===== src/rtl/nmi_spk_pkg.sv =====
package nmi_spk_pkg;
  localparam int REG_W    = 8;
  localparam int NSRC     = 2;
  // source indices in the latch vector
  localparam int SRC_SERR = 0;
  localparam int SRC_IOCK = 1;
  // bit positions visible to software
  localparam int B_TGATE  = 0;
  localparam int B_SPKEN  = 1;
  localparam int B_SERDIS = 2;
  localparam int B_IOKDIS = 3;
  localparam int B_CNT1   = 4;
  localparam int B_CNT2   = 5;
  localparam int B_IOKST  = 6;
  localparam int B_SERST  = 7;
  localparam int CTRL_W   = 4;

  typedef struct packed {
    logic iok_dis;
    logic ser_dis;
    logic spk_en;
    logic tgate;
  } ctrl_t;

  localparam ctrl_t CTRL_RST = '{iok_dis: 1'b1, ser_dis: 1'b0, spk_en: 1'b0, tgate: 1'b0};
endpackage


===== src/rtl/nmi_spk_ioport.sv =====
module nmi_spk_ioport #(
  parameter int          ADDR_W    = 16,
  parameter logic [15:0] BASE_ADDR = 16'h0061,
  parameter int          DW        = 8
) (
  input  logic [ADDR_W-1:0] io_addr,
  input  logic              io_wr,
  input  logic              io_rd,
  input  logic [DW-1:0]     rd_byte,
  output logic              wr_hit,
  output logic [DW-1:0]     io_rdata
);
  localparam logic [ADDR_W-1:0] MATCH = ADDR_W'(BASE_ADDR);
  logic sel;

  always_comb begin
    sel      = (io_addr == MATCH);
    wr_hit   = io_wr & sel;
    io_rdata = (io_rd & sel) ? rd_byte : '0;
  end
endmodule


===== src/rtl/nmi_spk_ctrl.sv =====
module nmi_spk_ctrl
  import nmi_spk_pkg::*;
(
  input  logic              clk,
  input  logic              rst,
  input  logic              wr_hit,
  input  logic [CTRL_W-1:0] wr_bits,
  input  logic              cnt2_out,
  output ctrl_t             ctrl_q,
  output ctrl_t             ctrl_nxt,
  output logic              spkr,
  output logic              cnt2_gate
);
  ctrl_t ctrl_r;
  logic  spk_r;

  always_comb begin
    ctrl_nxt = wr_hit ? ctrl_t'(wr_bits) : ctrl_r;
  end

  always_ff @(posedge clk) begin
    if (rst) begin
      ctrl_r <= CTRL_RST;
      spk_r  <= 1'b0;
    end else begin
      ctrl_r <= ctrl_nxt;
      spk_r  <= ctrl_r.spk_en & cnt2_out;
    end
  end

  assign ctrl_q    = ctrl_r;
  assign spkr      = spk_r;
  assign cnt2_gate = ctrl_r.tgate;
endmodule


===== src/rtl/nmi_spk_srclatch.sv =====
module nmi_spk_srclatch #(
  parameter int N = 2
) (
  input  logic         clk,
  input  logic         rst,
  input  logic [N-1:0] evt,
  input  logic [N-1:0] dis_nxt,
  output logic [N-1:0] st,
  output logic         any_st
);
  logic [N-1:0] st_d;
  logic [N-1:0] st_q;
  logic         any_q;

  for (genvar i = 0; i < N; i++) begin : g_src
    always_comb begin
      st_d[i] = dis_nxt[i] ? 1'b0 : (st_q[i] | evt[i]);
    end
    always_ff @(posedge clk) begin
      if (rst) st_q[i] <= 1'b0;
      else     st_q[i] <= st_d[i];
    end
  end

  always_ff @(posedge clk) begin
    if (rst) any_q <= 1'b0;
    else     any_q <= |st_d;
  end

  assign st     = st_q;
  assign any_st = any_q;
endmodule


===== src/rtl/nmi_spk_ctl.sv =====
module nmi_spk_ctl
  import nmi_spk_pkg::*;
#(
  parameter int          ADDR_W    = 16,
  parameter logic [15:0] BASE_ADDR = 16'h0061
) (
  input  logic              clk,
  input  logic              rst,
  input  logic [ADDR_W-1:0] io_addr,
  input  logic              io_wr,
  input  logic              io_rd,
  input  logic [7:0]        io_wdata,
  output logic [7:0]        io_rdata,
  input  logic              serr_evt,
  input  logic              iochk_evt,
  input  logic              cnt1_out,
  input  logic              cnt2_out,
  output logic              cnt2_gate,
  output logic              spkr,
  output logic              nmi_req
);
  logic            wr_hit;
  ctrl_t           ctrl_q;
  ctrl_t           ctrl_nxt;
  logic [NSRC-1:0] evt_v;
  logic [NSRC-1:0] dis_v;
  logic [NSRC-1:0] st_v;
  logic [REG_W-1:0] rd_byte;

  nmi_spk_ioport #(
    .ADDR_W(ADDR_W), .BASE_ADDR(BASE_ADDR), .DW(REG_W)
  ) u_port (
    .io_addr(io_addr), .io_wr(io_wr), .io_rd(io_rd),
    .rd_byte(rd_byte), .wr_hit(wr_hit), .io_rdata(io_rdata)
  );

  nmi_spk_ctrl u_ctrl (
    .clk(clk), .rst(rst), .wr_hit(wr_hit), .wr_bits(io_wdata[CTRL_W-1:0]),
    .cnt2_out(cnt2_out), .ctrl_q(ctrl_q), .ctrl_nxt(ctrl_nxt),
    .spkr(spkr), .cnt2_gate(cnt2_gate)
  );

  always_comb begin
    evt_v           = '0;
    dis_v           = '0;
    evt_v[SRC_SERR] = serr_evt;
    evt_v[SRC_IOCK] = iochk_evt;
    dis_v[SRC_SERR] = ctrl_nxt.ser_dis;
    dis_v[SRC_IOCK] = ctrl_nxt.iok_dis;
  end

  nmi_spk_srclatch #(.N(NSRC)) u_lat (
    .clk(clk), .rst(rst), .evt(evt_v), .dis_nxt(dis_v),
    .st(st_v), .any_st(nmi_req)
  );

  always_comb begin
    rd_byte           = '0;
    rd_byte[B_TGATE]  = ctrl_q.tgate;
    rd_byte[B_SPKEN]  = ctrl_q.spk_en;
    rd_byte[B_SERDIS] = ctrl_q.ser_dis;
    rd_byte[B_IOKDIS] = ctrl_q.iok_dis;
    rd_byte[B_CNT1]   = cnt1_out;
    rd_byte[B_CNT2]   = cnt2_out;
    rd_byte[B_IOKST]  = st_v[SRC_IOCK];
    rd_byte[B_SERST]  = st_v[SRC_SERR];
  end
endmodule


===== config.mk =====
export PLATFORM = sky130hd
export DESIGN_NAME = nmi_spk_ctl
export DESIGN_NICKNAME = d
export VERILOG_FILES = /design/src/rtl/nmi_spk_pkg.sv /design/src/rtl/nmi_spk_ioport.sv /design/src/rtl/nmi_spk_ctrl.sv /design/src/rtl/nmi_spk_srclatch.sv /design/src/rtl/nmi_spk_ctl.sv
export SDC_FILE = /design/constraint.sdc
export NUM_CORES = 1
export LEC_CHECK = 0
export BUFFER_PORTS_ARGS = -buffer_cell sky130_fd_sc_hd__buf_2
export CORE_MARGIN = 8
export CORE_UTILIZATION = 25
export DETAILED_ROUTE_END_ITERATION = 10
export PLACE_DENSITY = 0.64
export SYNTH_ARGS = -nofsm -noshare
export SYNTH_HDL_FRONTEND = slang
export SYNTH_SLANG_ARGS = --single-unit

===== constraint.sdc =====
create_clock -name clk -period 1.3 [get_ports clk]
set_input_delay 0.13 -clock clk [delete_from_list [all_inputs] [get_ports clk]]
set_output_delay 0.13 -clock clk [all_outputs]
set_load 0.01 [all_outputs]

==> reports/qor.log, run 1 <==
INFO  power_and_ir_drop vdd_ir_drop_max=0.287mV
INFO  min_path       worst_hold_stages=3
INFO  drt            drt_iter0_drc=2
INFO  min_path       min_path_type=in -> reg
INFO  sta            final.setup.worst_slack=-0.0127ns
INFO  yosys          yosys.cell_types.count=21
INFO  clocking       clk_pin_slew_worst_paths=0.05ns
INFO  sta            min_period_over_period=1.01
INFO  critical_path  critPathSlowestCell=sky130_fd_sc_hd__nor4_4
INFO  placed_design  place_worst_setup_slack=-0.0843ns
INFO  power_and_ir_drop power.static_leakage=0.385nW
INFO  placed_design  io_buffer_count=38
INFO  critical_path  worst-endpoint-arrival=1.18ns
INFO  critical_path  cp_launch_point=io_addr[8]
INFO  outcome        failed_checks=setup timing
INFO  run            cap_violations=0
INFO  sta            unrepaired_setup_endpoints_after_global_routing=yes
INFO  die            die-area=3530squm
INFO  sta            report.final.hold_viol_count=0
INFO  clocking       numCtsBuffers=3
INFO  sta            largest_clock_skew_in_the_final_design=0.00170ns
INFO  die            vert_die_dim=59.4um
INFO  power_and_ir_drop finalPower=536uW
INFO  yosys          syn_nets=77
INFO  placed_design  place.detailed.instances=107
INFO  drt            post_drt_wl_per_cell=14.8um
INFO  drt            detail_route.vias_per_cell=4.94
INFO  finish         num-fill-cells=171
INFO  finish         num_antenna_cells=0
INFO  critical_path  critical_path.max_stage_delay=0.35ns
INFO  global_route   grt_start_max_net_pins=9
INFO  yosys          synth_warnings=0
INFO  drt            final_antenna_net_count=0
INFO  finish         utilization=0.476
INFO  critical_path  r2r_slack=0.26ns
INFO  critical_path  type_of_the_worst_setup_path=in -> out
INFO  die            initial_cell_density_of_the_core=0.270
INFO  critical_path  setup.worst_path.end_class=output port
INFO  yosys          synth_sequential_area_ratio=0.340
INFO  power_and_ir_drop power_per_standard_cell_area=645nW/um^2
INFO  drt            dr_total_vias=558
INFO  die            num_io_pins=43
INFO  clocking       clk_latency=0.25ns
INFO  sta            timing_worst_slew_pin_value=0.303ns
INFO  yosys          async_flop_share=0
INFO  die            fp.coreArea=1750squm
INFO  yosys          mappedNetlistArea=470squm
INFO  yosys          count_of_flip_flops_with_a_built_in_enable_after_synthesis=0
INFO  finish         stdcell_count=113
INFO  sta            maxSlewHeadroom=0.797
INFO  critical_path  timing.critical_path.mode_cell=sky130_fd_sc_hd__buf_6
INFO  drt            route.detailed.drc=0
INFO  critical_path  worst-endpoint-required=1.17ns
INFO  global_route   wire_length_of_the_first_global_routing_pass=2.77mm
INFO  critical_path  timing.critical_path.fanout_max=6
INFO  clocking       cts_buffer_depth=2
INFO  sta            fin_setup_tns=-0.0634ns
INFO  die            placementRows=15
INFO  sta            min_period=1.31ns
INFO  yosys          synth_top_flop_cell=sky130_fd_sc_hd__dfxtp_1
INFO  sta            final_max_slew_viol_count=0
INFO  global_route   first_global_vias=655
INFO  drt            routed_wl=1.67mm
INFO  yosys          synth_area_per_cell=10.5squm
INFO  critical_path  worstSetupEndpoint=io_rdata[3]
INFO  clocking       root_buffer=sky130_fd_sc_hd__clkbuf_4
INFO  yosys          post_synth_inst_count=45
INFO  sta            setup-violations-final=7
INFO  placed_design  place.gp.congestion=0.670
INFO  yosys          synth_seq_cells=8
INFO  global_route   grt_usage=0.101
INFO  finish         drive_gt1_frac=0.682
INFO  finish         areaGrowthSynthToFinish=76.6%
INFO  clocking       tritoncts_num_sinks=8
INFO  die            floorplan.die.width=59.4um
INFO  min_path       hold_start=cnt2_out
INFO  critical_path  crit_chain=buf_6 -> nor4_4 -> and4_4 -> and3_4 -> buf_6
INFO  global_route   grt_antenna_before_repair=0
INFO  critical_path  r2r-end=u_lat.any_st$_SDFF_PP0_
INFO  sta            max_freq=762MHz
INFO  global_route   globalRouteOverflowTotal=0
INFO  clocking       cts_htree_levels=1
INFO  drt            firstDrtPassIters=4
INFO  placed_design  detailed_place_hpwl=1.27mm
INFO  finish         fin_nets=122
INFO  clocking       cts_hold_buf=0
INFO  clocking       tritoncts=yes
INFO  outcome        status=finished with violations
INFO  critical_path  critical_path.startpoint_type=primary input
INFO  critical_path  timing.reg2reg.worst_path_depth=3
INFO  critical_path  r2r_start=u_lat.st[1]$_SDFF_PP0_
-- cells in the final DEF (no fill, tap or decap), types with 3 or more instances in the layout --
cell type                  Yosys  final
sky130_fd_sc_hd__buf_2         0     26
sky130_fd_sc_hd__buf_6         1     12
sky130_fd_sc_hd__dfxtp_1       8      8
sky130_fd_sc_hd__and3_4        0      7
sky130_fd_sc_hd__o21ai_0       3      3
sky130_fd_sc_hd__nand3_1       3      3
sky130_fd_sc_hd__a21oi_1       3      3
sky130_fd_sc_hd__clkbuf_4      0      3
-- cell families after synthesis --
family | synth area share
flip-flops | 0.340
AO/OA/AOI/OAI | 0.157
buffers and inverters | 0.0319
multiplexers | 0.0319
AND/OR/NAND/NOR | 0.439
-- flip-flops by register name, indices dropped and copies added, names as in the netlist --
register          cells
u_ctrl.spkr           1
u_lat.st              2
u_ctrl.ctrl_q         3
u_ctrl.cnt2_gate      1
u_lat.any_st          1
-- stage by stage --
| stage | hold WS [ns] | area [sq um] |
|---|---|---|
| 3_5_place_dp | 0.367 | 681 |
| 3_3_place_gp | 0.362 | 681 |
| 6_report | 0.105 | 831 |
| 2_1_floorplan | 0.199 | 470 |
| 5_1_grt | 0.125 | 831 |
| 4_1_cts | 0.103 | 815 |
-- timing repair --
item                       in CTS  in global routing
resized for setup              17                  3
cloned                          1                  0
pin swaps                       8                  5
buffers inserted                2                  0
setup endpoints to repair       8                  8
-- final cells by class --
cell class	count	area (sq um)	share of cell area
multi-input combinational	36	333	0.401
sequential	8	160	0.193
clock buffer	3	22.5	0.0271
tap	25	31.3	0.0377
inverter	1	3.75	0.00452
timing repair buffer	40	280	0.337
-- critical path: cells and delay by family --
family	cells	cell delay (ns)
buf+inv	2	0.19
simple gates	3	0.86
-- per-layer routing --
metal	vias to the layer above	part of all wire	wire [um]	global-route usage
li1	270	-	-	-
met1	258	0.39	645	0.0979
met2	28	0.48	800	0.171
met3	2	0.12	201	0.0499
met4	0	0.013	21	0.0512
met5	-	0	0	0
-- cell usage after synthesis, types with 2 or more instances --
master,number,area [sq um]
sky130_fd_sc_hd__o22ai_1,2,12.5
sky130_fd_sc_hd__dfxtp_1,8,160
sky130_fd_sc_hd__a21oi_1,3,15.0
sky130_fd_sc_hd__and3_2,9,67.6
sky130_fd_sc_hd__o21ai_0,3,15.0
sky130_fd_sc_hd__nor4_4,2,42.5
sky130_fd_sc_hd__nand3_1,3,15.0
sky130_fd_sc_hd__o21bai_1,2,15.0
-- report_power, final --
part,switching (mW),internal [mW],total (mW)
registers,0.00137,0.250,0.251
logic,0.0417,0.0535,0.0951
clock network,0.0840,0.106,0.190
total,0.127,0.409,0.536
-- how the worst min path moves through the flow --
stage	end	slack [ns]
floorplan	u_ctrl.cnt2_gate$_SDFFE_PP0N_	0.20
global placement	u_ctrl.spkr$_SDFF_PP0_	0.36
detailed placement	u_ctrl.spkr$_SDFF_PP0_	0.37
CTS	u_ctrl.spkr$_SDFF_PP0_	0.10
global route	u_ctrl.spkr$_SDFF_PP0_	0.12
finish	u_ctrl.spkr$_SDFF_PP0_	0.11
(Power assumes the default switching activity.)
==> run 2, diff against run 1 <==
--- a/config.mk
+++ b/config.mk
@@ -5,6 +5,7 @@
 export SDC_FILE = /design/constraint.sdc
 export NUM_CORES = 1
 export LEC_CHECK = 0
+export ABC_AREA = 1
 export BUFFER_PORTS_ARGS = -buffer_cell sky130_fd_sc_hd__buf_2
 export CORE_MARGIN = 8
 export CORE_UTILIZATION = 25
==> reports/qor.log, run 2 <==
INFO  yosys          synth_area_per_cell=6.11squm [was 10.5 sq um]
INFO  yosys          synth_seq_cells=8 [unchanged]
INFO  critical_path  critPathTopFamily=simple AND/OR/NAND/NOR gates [unchanged]
INFO  yosys          synth.cells.most_frequent=26 x sky130_fd_sc_hd__nor2_1, 15 x sky130_fd_sc_hd__inv_1, 10 x sky130_fd_sc_hd__nand2_1 [was 9 x sky130_fd_sc_hd__and3_2, 8 x sky130_fd_sc_hd__dfxtp_1, 3 x sky130_fd_sc_hd__a21oi_1, 3 x sky130_fd_sc_hd__nand3_1, 3 x sky130_fd_sc_hd__o21ai_0]
INFO  global_route   first_global_vias=629 [was 655]
INFO  global_route   grt_usage=0.0864 [was 0.101]
INFO  drt            post_drt_wl_per_cell=10.8um [was 14.8 um]
INFO  power_and_ir_drop power_per_standard_cell_area=743nW/um^2 [was 645 nW/um^2]
INFO  finish         fin_nets=152 [was 122]
INFO  yosys          synth_top_cell_area_share=0.340 [unchanged]
INFO  clocking       cts_htree_levels=1 [unchanged]
INFO  global_route   wire_length_of_the_first_global_routing_pass=2.37mm [was 2.77 mm]
INFO  die            num_io_pins=43 [unchanged]
INFO  yosys          post_synth_inst_count=77 [was 45]
INFO  placed_design  io_buffer_count=38 [unchanged]
INFO  critical_path  worst-path-buf-inv=2 [unchanged]
INFO  critical_path  type_of_the_worst_setup_path=in -> out [unchanged]
INFO  clocking       cts_buffer_depth=2 [unchanged]
INFO  placed_design  place.gp.congestion=0.742 [was 0.670]
INFO  finish         largest_register_ffs=3 [unchanged]
INFO  critical_path  timing.critical_path.fanout_max=8 [was 6]
INFO  die            initial_cell_density_of_the_core=0.270 [unchanged]
INFO  sta            timing_worst_slew_pin_value=0.182ns [was 0.303 ns]
INFO  yosys          synth_sequential_area_ratio=0.340 [unchanged]
INFO  sta            largest_clock_skew_in_the_final_design=0.00621ns [was 0.00170 ns]
INFO  drt            final_antenna_net_count=0 [unchanged]
INFO  critical_path  critical_path.max_stage_delay=0.18ns [was 0.35 ns]
INFO  yosys          syn_nets=109 [was 77]
INFO  die            vert_die_dim=59.4um [unchanged]
INFO  die            placementRows=15 [unchanged]
INFO  finish         most-common-layout-cells=38 x sky130_fd_sc_hd__buf_2, 26 x sky130_fd_sc_hd__nor2_1, 15 x sky130_fd_sc_hd__inv_1 [was 26 x sky130_fd_sc_hd__buf_2, 12 x sky130_fd_sc_hd__buf_6, 8 x sky130_fd_sc_hd__dfxtp_1]
INFO  power_and_ir_drop vdd_ir_drop_max=0.290mV [was 0.287 mV]
INFO  yosys          count_of_flip_flops_with_a_built_in_enable_after_synthesis=0 [unchanged]
INFO  yosys          synth_top_flop_cell=sky130_fd_sc_hd__dfxtp_1 [unchanged]
INFO  clocking       post-cts-setup-buffer-count=0 [was 2]
INFO  placed_design  detailed_place_hpwl=1.27mm [about the same]
INFO  clocking       root_buffer=sky130_fd_sc_hd__clkbuf_4 [unchanged]
INFO  clocking       clk_pin_slew_worst_paths=0.06ns [was 0.05 ns]
INFO  finish         num-fill-cells=192 [was 171]
INFO  yosys          netlist.top_cell.by_area=sky130_fd_sc_hd__dfxtp_1 [unchanged]
INFO  critical_path  critPathSlowestCell=sky130_fd_sc_hd__nor2_4 [was sky130_fd_sc_hd__nor4_4]
INFO  clocking       cts_hold_buf=0 [unchanged]
INFO  yosys          mappedNetlistArea=470squm [unchanged]
INFO  min_path       min_path_type=in -> reg [unchanged]
INFO  drt            firstDrtPassIters=5 [was 4]
INFO  sta            report.final.hold_viol_count=0 [unchanged]
INFO  die            floorplan.die.width=59.4um [unchanged]
INFO  yosys          synth_warnings=0 [unchanged]
INFO  sta            min_period_over_period=0.877 [was 1.01]
INFO  sta            min_period=1.14ns [was 1.31 ns]
INFO  drt            detail_route.vias_per_cell=4.28 [was 4.94]
INFO  run            cap_violations=0 [unchanged]
INFO  sta            maxSlewHeadroom=0.878 [was 0.797]
INFO  finish         layout.cell_area.non_filler=722squm [was 831 sq um]
INFO  critical_path  critical_path.startpoint_type=primary input [unchanged]
INFO  clocking       tritoncts=yes [unchanged]
INFO  finish         final_common_cell=sky130_fd_sc_hd__buf_2 [unchanged]
INFO  die            fp.coreArea=1750squm [unchanged]
INFO  finish         drive_gt1_frac=0.381 [was 0.682]
INFO  yosys          async_flop_share=0 [unchanged]
INFO  clocking       cts-resized-gates=0 [was 17]
INFO  yosys          yosys.cell_types.count=13 [was 21]
INFO  sta            setup-violations-final=0 [was 7]
INFO  finish         num_antenna_cells=0 [unchanged]
INFO  critical_path  worst-endpoint-arrival=1.01ns [was 1.18 ns]
INFO  sta            fin_setup_tns=0ns [was -0.0634 ns]
INFO  die            die-area=3530squm [unchanged]
INFO  clocking       clk_latency=0.26ns [was 0.25 ns]
INFO  drt            routed_wl=1.54mm [was 1.67 mm]
INFO  clocking       tritoncts_num_sinks=8 [unchanged]
INFO  power_and_ir_drop power.static_leakage=0.391nW [was 0.385 nW]
INFO  yosys          synth.top_cells.by_area=sky130_fd_sc_hd__dfxtp_1 34%, sky130_fd_sc_hd__nor2_1 21%, sky130_fd_sc_hd__inv_1 12% [was sky130_fd_sc_hd__dfxtp_1 34%, sky130_fd_sc_hd__and3_2 14%, sky130_fd_sc_hd__nor4_4 9.0%]
INFO  global_route   grt_antenna_before_repair=0 [unchanged]
INFO  drt            route.detailed.drc=0 [unchanged]
INFO  outcome        status=finished clean [was finished with violations]
INFO  sta            unrepaired_setup_endpoints_after_global_routing=no [was yes]
INFO  drt            drt_iter0_drc=12 [was 2]
INFO  drt            dr_total_vias=612 [was 558]
INFO  yosys          yosys.cell_count.top_type=sky130_fd_sc_hd__nor2_1 [was sky130_fd_sc_hd__and3_2]
INFO  global_route   globalRouteOverflowTotal=0 [unchanged]
INFO  placed_design  dpl_cell_area=692squm [was 681 sq um]
INFO  global_route   grt_start_max_net_pins=9 [unchanged]
INFO  critical_path  worst-endpoint-required=1.17ns [about the same]
INFO  critical_path  crit_chain=buf_2 -> nor2_1 -> nand2_1 -> nor2_4 -> nand3_4 -> nor2_1 -> buf_2 [was buf_6 -> nor4_4 -> and4_4 -> and3_4 -> buf_6]
INFO  critical_path  setup.worst_path.end_class=output port [unchanged]
INFO  sta            max_freq=877MHz [was 762 MHz]
INFO  clocking       numCtsBuffers=3 [unchanged]
INFO  finish         areaGrowthSynthToFinish=53.5% [was 76.6%]
INFO  sta            final_max_slew_viol_count=0 [unchanged]
==> run 2: changes by cell type after synthesis, sizes merged, moves of 2 or more <==
cell	previous run	this run
and3	9	0
inv	1	15
nand2	2	10
nand3	3	5
nand4	1	3
nor2	1	28
nor4	2	0
o21bai	2	0
o22ai	2	0
==> run 2: per-layer routing <==
metal,global-route usage,part of all wire,vias to the layer above
met2,0.162,0.53,19
met1,0.0794,0.40,269
met3,0.0217,0.057,2
met5,0,0,-
met4,0.0580,0.010,0
li1,-,-,322
==> run 2: cell families (layout without fill, tap and decap cells) <==
family,Yosys count,count (layout),share of synthesized area
DFF,8,8,0.340
AOI/OAI and AO/OA,6,6,0.0638
and+or+nand+nor,48,48,0.476
buffers and inverters,15,56,0.120
==> run 2: power by group <==
part | internal, mW | total, mW | switching (mW)
clock network | 0.106 | 0.202 | 0.0957
logic | 0.0424 | 0.0833 | 0.0409
registers | 0.249 | 0.251 | 0.00125
total | 0.398 | 0.536 | 0.138
==> run 2: path summary, 6_finish.rpt <==
path / start / endpoint / slack (ns) / depth (start not counted)
setup / recovery: io_addr[3] / io_rdata[5] / 0.16 / 7
hold / removal: rst / u_ctrl.ctrl_q[2]$_SDFF_PP0_ / 0.06 / 2
setup reg to reg: u_lat.st[0]$_SDFF_PP0_ / u_lat.any_st$_SDFF_PP0_ / 0.56 / 3
hold reg to reg: u_ctrl.cnt2_gate$_SDFFE_PP0N_ / u_ctrl.cnt2_gate$_SDFFE_PP0N_ / 0.47 / 2
==> run 2: area by class of cell <==
class                      instances  area (sq um)  share of cell area
multi-input combinational         54           262               0.362
sequential                         8           160               0.222
clock buffer                       3          22.5              0.0312
timing repair buffer              38           190               0.263
inverter                          15          56.3              0.0780
tap                               25          31.3              0.0433
==> run 2: stage by stage <==
stage          hold WS (ns)  cells   util  total power, mW  setup slack (ns)
5_1_grt              0.0559    143  0.414            0.562            0.0265
4_1_cts              0.0518    143  0.409            0.543             0.104
3_5_place_dp          0.324    140  0.396            0.339             0.105
2_1_floorplan         0.199     77      -            0.285             0.391
6_report             0.0569    143  0.414            0.536             0.160
3_3_place_gp          0.327    140  0.396            0.337             0.136
